==> src/rtl/i2cm_pkg.sv <==
package i2cm_pkg;
  typedef enum logic [2:0] {
    ST_IDLE,
    ST_DEV,
    ST_AHI,
    ST_ALO,
    ST_WDAT,
    ST_RDAT,
    ST_HOLD
  } tgt_state_e;

  localparam logic [3:0] DEV_TYPE = 4'b1010;
endpackage

==> src/rtl/i2cm_line_sync.sv <==
module i2cm_line_sync #(
  parameter int SYNC_STAGES = 2
) (
  input  logic clk,
  input  logic rst,
  input  logic scl_i,
  input  logic sda_i,
  output logic sda_s,
  output logic scl_rise,
  output logic scl_fall,
  output logic start_p,
  output logic stop_p
);
  logic [SYNC_STAGES-1:0] scl_pipe, sda_pipe;
  logic scl_q, sda_q, scl_s;

  genvar g;
  generate
    for (g = 0; g < SYNC_STAGES; g++) begin : g_sync
      always_ff @(posedge clk) begin
        if (rst) begin
          scl_pipe[g] <= 1'b1;
          sda_pipe[g] <= 1'b1;
        end else if (g == 0) begin
          scl_pipe[g] <= scl_i;
          sda_pipe[g] <= sda_i;
        end else begin
          scl_pipe[g] <= scl_pipe[(g == 0) ? 0 : g-1];
          sda_pipe[g] <= sda_pipe[(g == 0) ? 0 : g-1];
        end
      end
    end
  endgenerate

  assign scl_s = scl_pipe[SYNC_STAGES-1];
  assign sda_s = sda_pipe[SYNC_STAGES-1];

  always_ff @(posedge clk) begin
    if (rst) begin
      scl_q <= 1'b1;
      sda_q <= 1'b1;
    end else begin
      scl_q <= scl_s;
      sda_q <= sda_s;
    end
  end

  assign scl_rise = scl_s & ~scl_q;
  assign scl_fall = ~scl_s & scl_q;
  assign start_p  = scl_s & scl_q & sda_q & ~sda_s;
  assign stop_p   = scl_s & scl_q & ~sda_q & sda_s;
endmodule

==> src/rtl/i2cm_addr_ctr.sv <==
module i2cm_addr_ctr #(
  parameter int AW = 17
) (
  input  logic          clk,
  input  logic          rst,
  input  logic          load_i,
  input  logic [AW-1:0] load_addr_i,
  input  logic          resume_i,
  input  logic          resume_msb_i,
  input  logic          step_i,
  output logic [AW-1:0] addr_o
);
  logic [AW-1:0] work;
  logic [AW-2:0] last;
  logic          fresh;

  always_ff @(posedge clk) begin
    if (rst) begin
      work  <= '0;
      last  <= '0;
      fresh <= 1'b1;
    end else if (load_i) begin
      work  <= load_addr_i;
      last  <= load_addr_i[AW-2:0];
      fresh <= 1'b1;
    end else if (resume_i) begin
      work  <= {resume_msb_i, last} + (fresh ? AW'(0) : AW'(1));
    end else if (step_i) begin
      last  <= work[AW-2:0];
      work  <= work + AW'(1);
      fresh <= 1'b0;
    end
  end

  assign addr_o = work;
endmodule

==> src/rtl/i2cm_target_ctrl.sv <==
module i2cm_target_ctrl
  import i2cm_pkg::*;
#(
  parameter int AW = 17,
  parameter int DW = 8
) (
  input  logic          clk,
  input  logic          rst,
  input  logic          scl_rise,
  input  logic          scl_fall,
  input  logic          start_p,
  input  logic          stop_p,
  input  logic          sda_s,
  input  logic [1:0]    strap_sel,
  input  logic          wr_prot,
  input  logic [AW-1:0] cur_addr,
  output logic          ld_en,
  output logic [AW-1:0] ld_addr,
  output logic          rs_en,
  output logic          rs_msb,
  output logic          step_en,
  output logic          sda_oe,
  output logic [AW-1:0] mem_addr,
  output logic          mem_we,
  output logic [DW-1:0] mem_wdata,
  output logic          mem_re,
  input  logic [DW-1:0] mem_rdata
);
  localparam int CNT_W = $clog2(DW + 2);
  localparam logic [CNT_W-1:0] LAST_BIT = CNT_W'(DW);
  localparam logic [CNT_W-1:0] ACK_BIT  = CNT_W'(DW + 1);

  tgt_state_e       state;
  logic [CNT_W-1:0] bitcnt;
  logic [DW-1:0]    rx, tx, hi_byte, rbuf;
  logic             msb_q, rd_cap;
  logic [1:0]       rd_pend;

  always_ff @(posedge clk) begin
    if (rst) begin
      state <= ST_IDLE;  bitcnt <= '0;
      rx <= '0; tx <= '0; hi_byte <= '0; rbuf <= '0;
      msb_q <= 1'b0; rd_cap <= 1'b0; rd_pend <= '0;
      sda_oe <= 1'b0; mem_we <= 1'b0; mem_re <= 1'b0;
      mem_addr <= '0; mem_wdata <= '0;
      ld_en <= 1'b0; ld_addr <= '0; rs_en <= 1'b0; rs_msb <= 1'b0; step_en <= 1'b0;
    end else begin
      ld_en   <= 1'b0;
      rs_en   <= 1'b0;
      step_en <= 1'b0;
      mem_we  <= 1'b0;
      rd_pend <= {rd_pend[0], 1'b0};
      mem_re  <= rd_pend[1];
      if (rd_pend[1]) mem_addr <= cur_addr;
      rd_cap  <= mem_re;
      if (rd_cap) rbuf <= mem_rdata;

      if (start_p) begin
        state  <= ST_DEV;
        bitcnt <= '0;
        sda_oe <= 1'b0;
      end else if (stop_p) begin
        state  <= ST_IDLE;
        sda_oe <= 1'b0;
      end else begin
        case (state)
          ST_DEV, ST_AHI, ST_ALO, ST_WDAT: begin
            if (scl_rise) begin
              if (bitcnt < LAST_BIT) rx <= {rx[DW-2:0], sda_s};
              bitcnt <= bitcnt + 1'b1;
            end else if (scl_fall && bitcnt == LAST_BIT) begin
              if (state == ST_DEV) begin
                if (rx[DW-1:DW-4] == DEV_TYPE && rx[3:2] == strap_sel) begin
                  sda_oe <= 1'b1;
                  msb_q  <= rx[1];
                  if (rx[0]) begin
                    rs_en   <= 1'b1;
                    rs_msb  <= rx[1];
                    rd_pend <= {rd_pend[0], 1'b1};
                  end
                end else begin
                  state <= ST_IDLE;
                end
              end else begin
                sda_oe <= 1'b1;
              end
            end else if (scl_fall && bitcnt == ACK_BIT) begin
              bitcnt <= '0;
              sda_oe <= 1'b0;
              case (state)
                ST_DEV: begin
                  if (rx[0]) begin
                    state   <= ST_RDAT;
                    tx      <= rbuf;
                    sda_oe  <= ~rbuf[DW-1];
                    step_en <= 1'b1;
                  end else begin
                    state <= ST_AHI;
                  end
                end
                ST_AHI: begin
                  hi_byte <= rx;
                  state   <= ST_ALO;
                end
                ST_ALO: begin
                  ld_en   <= 1'b1;
                  ld_addr <= {msb_q, hi_byte, rx};
                  state   <= ST_WDAT;
                end
                default: begin
                  mem_we    <= ~wr_prot;
                  mem_addr  <= cur_addr;
                  mem_wdata <= rx;
                  step_en   <= 1'b1;
                end
              endcase
            end
          end
          ST_RDAT: begin
            if (scl_rise) begin
              if (bitcnt == LAST_BIT) begin
                if (sda_s) begin
                  state <= ST_HOLD;
                end else begin
                  bitcnt  <= ACK_BIT;
                  rd_pend <= {rd_pend[0], 1'b1};
                end
              end else begin
                bitcnt <= bitcnt + 1'b1;
              end
            end else if (scl_fall) begin
              if (bitcnt == ACK_BIT) begin
                tx      <= rbuf;
                sda_oe  <= ~rbuf[DW-1];
                step_en <= 1'b1;
                bitcnt  <= '0;
              end else if (bitcnt == LAST_BIT) begin
                sda_oe <= 1'b0;
              end else if (bitcnt != '0) begin
                tx     <= {tx[DW-2:0], 1'b0};
                sda_oe <= ~tx[DW-2];
              end
            end
          end
          default: ;
        endcase
      end
    end
  end
endmodule

==> src/rtl/i2c_mem_target.sv <==
module i2c_mem_target #(
  parameter int ADDR_W      = 17,
  parameter int SYNC_STAGES = 2
) (
  input  logic              clk,
  input  logic              rst,
  input  logic              scl_i,
  input  logic              sda_i,
  output logic              sda_oe,
  input  logic [1:0]        strap_sel,
  input  logic              wr_prot,
  output logic [ADDR_W-1:0] mem_addr,
  output logic              mem_we,
  output logic [7:0]        mem_wdata,
  output logic              mem_re,
  input  logic [7:0]        mem_rdata
);
  logic sda_s, scl_rise, scl_fall, start_p, stop_p;
  logic ld_en, rs_en, rs_msb, step_en;
  logic [ADDR_W-1:0] ld_addr, cur_addr;

  i2cm_line_sync #(.SYNC_STAGES(SYNC_STAGES)) u_sync (
    .clk(clk), .rst(rst), .scl_i(scl_i), .sda_i(sda_i),
    .sda_s(sda_s), .scl_rise(scl_rise), .scl_fall(scl_fall),
    .start_p(start_p), .stop_p(stop_p)
  );

  i2cm_addr_ctr #(.AW(ADDR_W)) u_ctr (
    .clk(clk), .rst(rst), .load_i(ld_en), .load_addr_i(ld_addr),
    .resume_i(rs_en), .resume_msb_i(rs_msb), .step_i(step_en),
    .addr_o(cur_addr)
  );

  i2cm_target_ctrl #(.AW(ADDR_W), .DW(8)) u_ctrl (
    .clk(clk), .rst(rst), .scl_rise(scl_rise), .scl_fall(scl_fall),
    .start_p(start_p), .stop_p(stop_p), .sda_s(sda_s),
    .strap_sel(strap_sel), .wr_prot(wr_prot), .cur_addr(cur_addr),
    .ld_en(ld_en), .ld_addr(ld_addr), .rs_en(rs_en), .rs_msb(rs_msb),
    .step_en(step_en), .sda_oe(sda_oe), .mem_addr(mem_addr),
    .mem_we(mem_we), .mem_wdata(mem_wdata), .mem_re(mem_re),
    .mem_rdata(mem_rdata)
  );
endmodule

==> config.mk <==
export PLATFORM = sky130hd
export DESIGN_NAME = i2c_mem_target
export DESIGN_NICKNAME = d
export VERILOG_FILES = /design/src/rtl/i2cm_pkg.sv /design/src/rtl/i2cm_line_sync.sv /design/src/rtl/i2cm_addr_ctr.sv /design/src/rtl/i2cm_target_ctrl.sv /design/src/rtl/i2c_mem_target.sv
export SDC_FILE = /design/constraint.sdc
export NUM_CORES = 1
export LEC_CHECK = 0
export BUFFER_PORTS_ARGS = -buffer_cell sky130_fd_sc_hd__buf_4
export CORE_MARGIN = 4
export CORE_UTILIZATION = 45
export CTS_CLUSTER_SIZE = 28
export DETAILED_ROUTE_END_ITERATION = 8
export PLACE_DENSITY_LB_ADDON = 0.12
export SYNTH_ARGS = -nofsm -noshare
export SYNTH_HDL_FRONTEND = slang
export SYNTH_SLANG_ARGS = --single-unit
==> constraint.sdc <==
create_clock -name clk -period 2.33 [get_ports clk]
set_clock_uncertainty 0.15 [all_clocks]
set_input_delay 0.1165 -clock clk [delete_from_list [all_inputs] [get_ports clk]]
set_output_delay 0.1165 -clock clk [all_outputs]
set_load 0.01 [all_outputs]
After elaboration in Yosys (flattened, before gate mapping)

Cells that the tools add are included.

Flip-flop bits (word level): 131
Input bits: 15
Output and inout port bits: 28
Logic and storage cells: 209

Add/sub/neg operators: 3
Magnitude comparators: 1
Eq/ne operators: 41
Mux-type cells: 80
Bitwise logic cells: 24
Reductions and logical operators: 30

Operator list:

| operator                                              | count |
|---|---|
| two-way mux 17 bit                                    | 11 |
| two-way mux 7 bit                                     | 10 |
| two-way mux 16 bit                                    | 3 |
| AND reduction 7 bit                                   | 6 |
| two-way mux 4 bit                                     | 8 |
| two-way mux 1 bit                                     | 31 |
| two-way mux 3 bit                                     | 9 |
| inequality test 4 bit, second input constant          | 5 |
| AND reduction 9 bit                                   | 2 |
| adder 17 x 1 -> 17 bit, second input constant         | 1 |
| adder 17 bit                                          | 1 |
| inverter 1 bit                                        | 17 |
| case mux 7 bit (2 select lines)                       | 1 |
| equality test 4 bit, second input constant            | 3 |
| inequality test 2 x 1 -> 1 bit, second input constant | 6 |
| inequality test 3 bit, second input constant          | 4 |
| AND reduction 12 bit                                  | 1 |
| inequality test 2 bit, second input constant          | 5 |
| inequality test 5 bit, second input constant          | 2 |
| OR reduction 10 bit                                   | 1 |
| inequality test 3 x 2 -> 1 bit, second input constant | 3 |
| case mux 3 bit (3 select lines)                       | 1 |
| inequality test 4 x 1 -> 1 bit, second input constant | 2 |
| case mux 1 bit (2 select lines)                       | 4 |
| other kinds (25)                                      | 42 |

Depth between registers and ports, before layout

Depth in word-level cells: 9
Mapped depth: 9
Gate-level depth less buffers: 8

Cells and area by module

A second synthesis with hierarchy kept.

Cell total of the unflattened synthesis: 746
Area, all modules: 6403.6 µm²

Modules (own cells, without submodules):

| module           | times used | cells each | area an instance (µm²) | seq. area each (µm²) |
|---|---|---|---|---|
| i2cm_target_ctrl | 1          | 438        | 3935.0                 | 1821.7 |
| i2cm_addr_ctr    | 1          | 292        | 2278.4                 | 680.7 |
| i2cm_line_sync   | 1          | 16         | 190.2                  | 120.1 |

Least setup slack after synthesis

No wires, ideal clock.

Path kind: flip-flop to flip-flop
Start: reg u_ctrl.bitcnt[0]
End: reg u_ctrl.tx[4]
Library setup time: 0.088 ns
Arrival: 1.910 ns
Required time: 2.092 ns
Setup slack: 0.182 ns
Cell stages (with the launch flop): 10
Buffers on the path: 2
Period minus slack after synthesis: 2.148 ns
Path through: dfxtp_1 -> inv_1 -> ha_1 -> buf_2 -> nand3b_4 -> nand4_2 -> a2111oi_4 -> buf_6 -> nor2_1 -> a311oi_2

Word-level cells in the longest chain between the ends: 5
Elaborated cells between the ends (all ways): 14
Classes of those cells: 6 x eq/ne; 4 x mux; 4 x reduce/logical

RTL lines:

| item                            | RTL line                                        | text |
|---|---|---|
| start, declared                 | i2cm_target_ctrl.sv:34                          | `logic [CNT_W-1:0] bitcnt;` |
| start signal, assigned          | i2cm_target_ctrl.sv:70                          | `bitcnt <= bitcnt + 1'b1;` |
| start signal, assigned          | i2cm_target_ctrl.sv:129                         | `bitcnt <= bitcnt + 1'b1;` |
| equality test 4 bit             | i2cm_target_ctrl.sv:87, i2cm_target_ctrl.sv:132 |  |
| two-way mux 7 bit               | i2cm_target_ctrl.sv:132                         | `if (bitcnt == ACK_BIT) begin` |
| two-way mux 7 bit               | i2cm_target_ctrl.sv:131                         | `end else if (scl_fall) begin` |
| two-way mux 7 bit               | i2cm_target_ctrl.sv:120                         | `if (scl_rise) begin` |
| case mux 7 bit (2 select lines) | i2cm_target_ctrl.sv:66                          | `case (state)` |
| end signal, assigned            | i2cm_target_ctrl.sv:94                          | `tx <= rbuf;` |
| end signal, assigned            | i2cm_target_ctrl.sv:133                         | `tx <= rbuf;` |
| end signal, assigned            | i2cm_target_ctrl.sv:140                         | `tx <= {tx[DW-2:0], 1'b0};` |
| end, declared                   | i2cm_target_ctrl.sv:35                          | `logic [DW-1:0] rx, tx, hi_byte, rbuf;` |

Several ways; a longest one is shown, not always the timed one. The select of a mux whose other input is x is not followed.
A chain may end at the register's enable or synchronous reset.

Worst setup path in the final report

Start: reg u_ctrl.bitcnt[0]
End: reg u_ctrl.tx[1]

Same word-level chain as after synthesis.

==> flow_summary.json <==
{
  "fin_tns_setup_ns": 0,
  "worstPathRequired_ns": 2.51,
  "ios": 43,
  "clk_latency_ns": 0.43,
  "clkTransAtPathRegs_ns": 0.06,
  "start_util": 0.464,
  "fp.coreArea_sq_um": 13400,
  "num-nets-final": 798,
  "cts_tree": "yes",
  "routedWlPerCell_um": 15.6,
  "overflow": 0,
  "rsz0062_at_grt": "no",
  "crit_type": "flop to flop",
  "layout_setup_ws_ns": 0.118,
  "post-cts-setup-buffers": 0,
  "slew_violations": 0,
  "synth_area_leaders": "dfxtp_1 42%, mux2i_1 12%, nor2_1 6.7%",
  "syn_inst": 720,
  "drc_errors": 0,
  "place_congestion": 0.859,
  "hold_violations": 0,
  "tightest_slew_ns": 0.750,
  "area_delta_synth_final_pct": 20.1,
  "min_path_type": "input pin to flop",
  "vdd_ir_drop_max_uv": 450,
  "synth_seq_area_share": 0.422,
  "multi_input_area_sq_um": 3300,
  "max_freq_ghz": 0.452,
  "ctsLongestPathBuffers": 2,
  "drive_gt1_frac": 0.166,
  "seqCellArea_sq_um": 2620,
  "layout_common_cells": "131 x dfxtp_1, 111 x nor2_1, 80 x nand2_1",
  "portBuffers": 42,
  "layout_commonest_cell": "dfxtp_1",
  "fp.dieW_um": 126,
  "clock-sinks": 131,
  "synth_edf_count": 0,
  "crit_path_start_kind": "flop",
  "dpl_worst_slack_ns": 0.0526,
  "status": "completed",
  "yosysTopAreaCell": "dfxtp_1",
  "fp.dieH_um": 126,
  "cap_violations": 0,
  "grtUsageTotal": 0.195,
  "synth_area_sq_um": 6220,
  "synth_top_area_frac": 0.422,
  "syn_area_per_cell_sq_um": 8.64,
  "setup_viol": 0,
  "cts_buffers": 17,
  "drt_pre_antenna_iters": 5,
  "cellLeakagePower_nw": 3.05,
  "crit_fanout": 14,
  "fin_crit_ns": 2.21,
  "routed_wl_um": 15100,
  "vias": 5240,
  "critPathCaptureType": "flop",
  "ys_warn_count": 0,
  "crit_arrival_ns": 2.39,
  "die_area_sq_um": 15800,
  "slew_headroom": 0.499,
  "ys.flop_type": "dfxtp_1",
  "hpwl_um": 10700,
  "grt_pass1_wl_um": 25000,
  "grt_max_degree": 66,
  "antenna_found_initial": 0,
  "via_per_inst": 5.42,
  "min_period_over_period": 0.949,
  "syn_nets": 741,
  "cts-root-buf": "clkbuf_16",
  "ys_types": 70,
  "powerDensity_nw_per_um2": 700,
  "grt_pass1_vias": 4981,
  "placementRows": 42,
  "htreeDepth": 4,
  "async_flop_share": 0,
  "diodes": 0,
  "fill_cells": 1251,
  "initialDrtViolationCount": 340,
  "ys_ff_latch": 131,
  "whs_ns": 0.102,
  "postRouteAntennaNets": 0
}
## kinds of logic after synthesis
logic type | share of synthesized area
AO/OA/AOI/OAI | 0.130
flip-flops | 0.422
multiplexers | 0.118
XOR/XNOR | 0.0380
AND/OR/NAND/NOR | 0.232
buffers and inverters | 0.0481
adder cells (fa/ha/maj) | 0.0121
## Yosys cell counts (13+ instances only)
| master | number |
|---|---|
| inv_1 | 16 |
| xnor2_1 | 15 |
| nor4_1 | 13 |
| a21oi_1 | 45 |
| mux2i_1 | 72 |
| clkbuf_1 | 30 |
| o21ai_0 | 15 |
| nand2_1 | 80 |
| nor3_1 | 13 |
| nor2_1 | 111 |
| nand3_1 | 27 |
| dfxtp_1 | 131 |
## power breakdown
group | internal, mW | total, mW | switching (mW)
Combinational | 0.184 | 0.419 | 0.235
Sequential | 2.26 | 2.32 | 0.0537
Clock | 1.49 | 2.49 | 0.998
## through the flow
stage                util  std cells  instance area, sq um  power [mW]
floorplan               -        720                  6220        2.63
global placement    0.506        922                  6780        2.75
detailed placement  0.506        922                  6780        2.75
CTS                 0.557        966                  7460        5.25
global route        0.557        966                  7470        5.42
finish              0.557        966                  7470        5.23
## worst paths after layout
check	depth (start not counted)	startpoint	endpoint	slack, ns
hold reg to reg	1	u_sync.scl_pipe[0]$_SDFF_PP1_	u_sync.scl_s$_SDFF_PP1_	0.27
hold / removal	5	strap_sel[1]	u_ctrl.msb_q$_SDFFE_PP0P_	0.10
setup reg to reg	8	u_ctrl.bitcnt[0]$_SDFFE_PP0P_	u_ctrl.tx[1]$_SDFFE_PP0P_	0.12
setup / recovery	8	u_ctrl.bitcnt[0]$_SDFFE_PP0P_	u_ctrl.tx[1]$_SDFFE_PP0P_	0.12
## state kept, by name, summed over array words and instances, names as in the netlist, 2 cells and up
name              cells
u_ctrl.mem_addr      17
u_ctrl.mem_wdata      8
u_ctrl.hi_byte        8
u_ctr.addr_o         17
u_ctrl.rx             8
u_ctrl.rbuf           8
u_ctrl.ld_addr       17
u_ctrl.bitcnt         4
u_ctrl.rd_pend        2
u_ctrl.state          3
u_ctrl.tx             7
u_ctr.last           16
## area by class of cell
type,instances,share of cell area
multi-input cells,524,0.442
flip-flops and latches,131,0.351
repair buffers,86,0.0938
clock buffers,20,0.0598
well taps,176,0.0295
clock inverters,12,0.0147
inverters,17,0.00854
## critical path, stage by stage, from the launching register on
cell and delay (ns):
dfxtp_1 0.41, inv_1 0.07, ha_2 0.25, nand3b_4 0.16, nand4_2 0.14, a2111oi_4 0.35
buf_4 0.25, nor2_1 0.07, a311oi_1 0.26
## routing by layer
layer  part of all wire  vias up  wire [um]  GRT usage
met4              0.023        0        351     0.0810
met5                  0        -          0          0
met2               0.46      137       6870      0.306
met1               0.48     2449       7210      0.259
li1                   -     2623          -          -
met3              0.043       31        650     0.0431
## what timing repair did
action / 4_1_cts / 5_1_grt
resized for setup: 0 / 3
endpoints found under the setup margin: 0 / 12
endpoints found under the hold margin: 28 / 0
hold buffers: 12 / 0
Power figures use the tool's default switching activity.
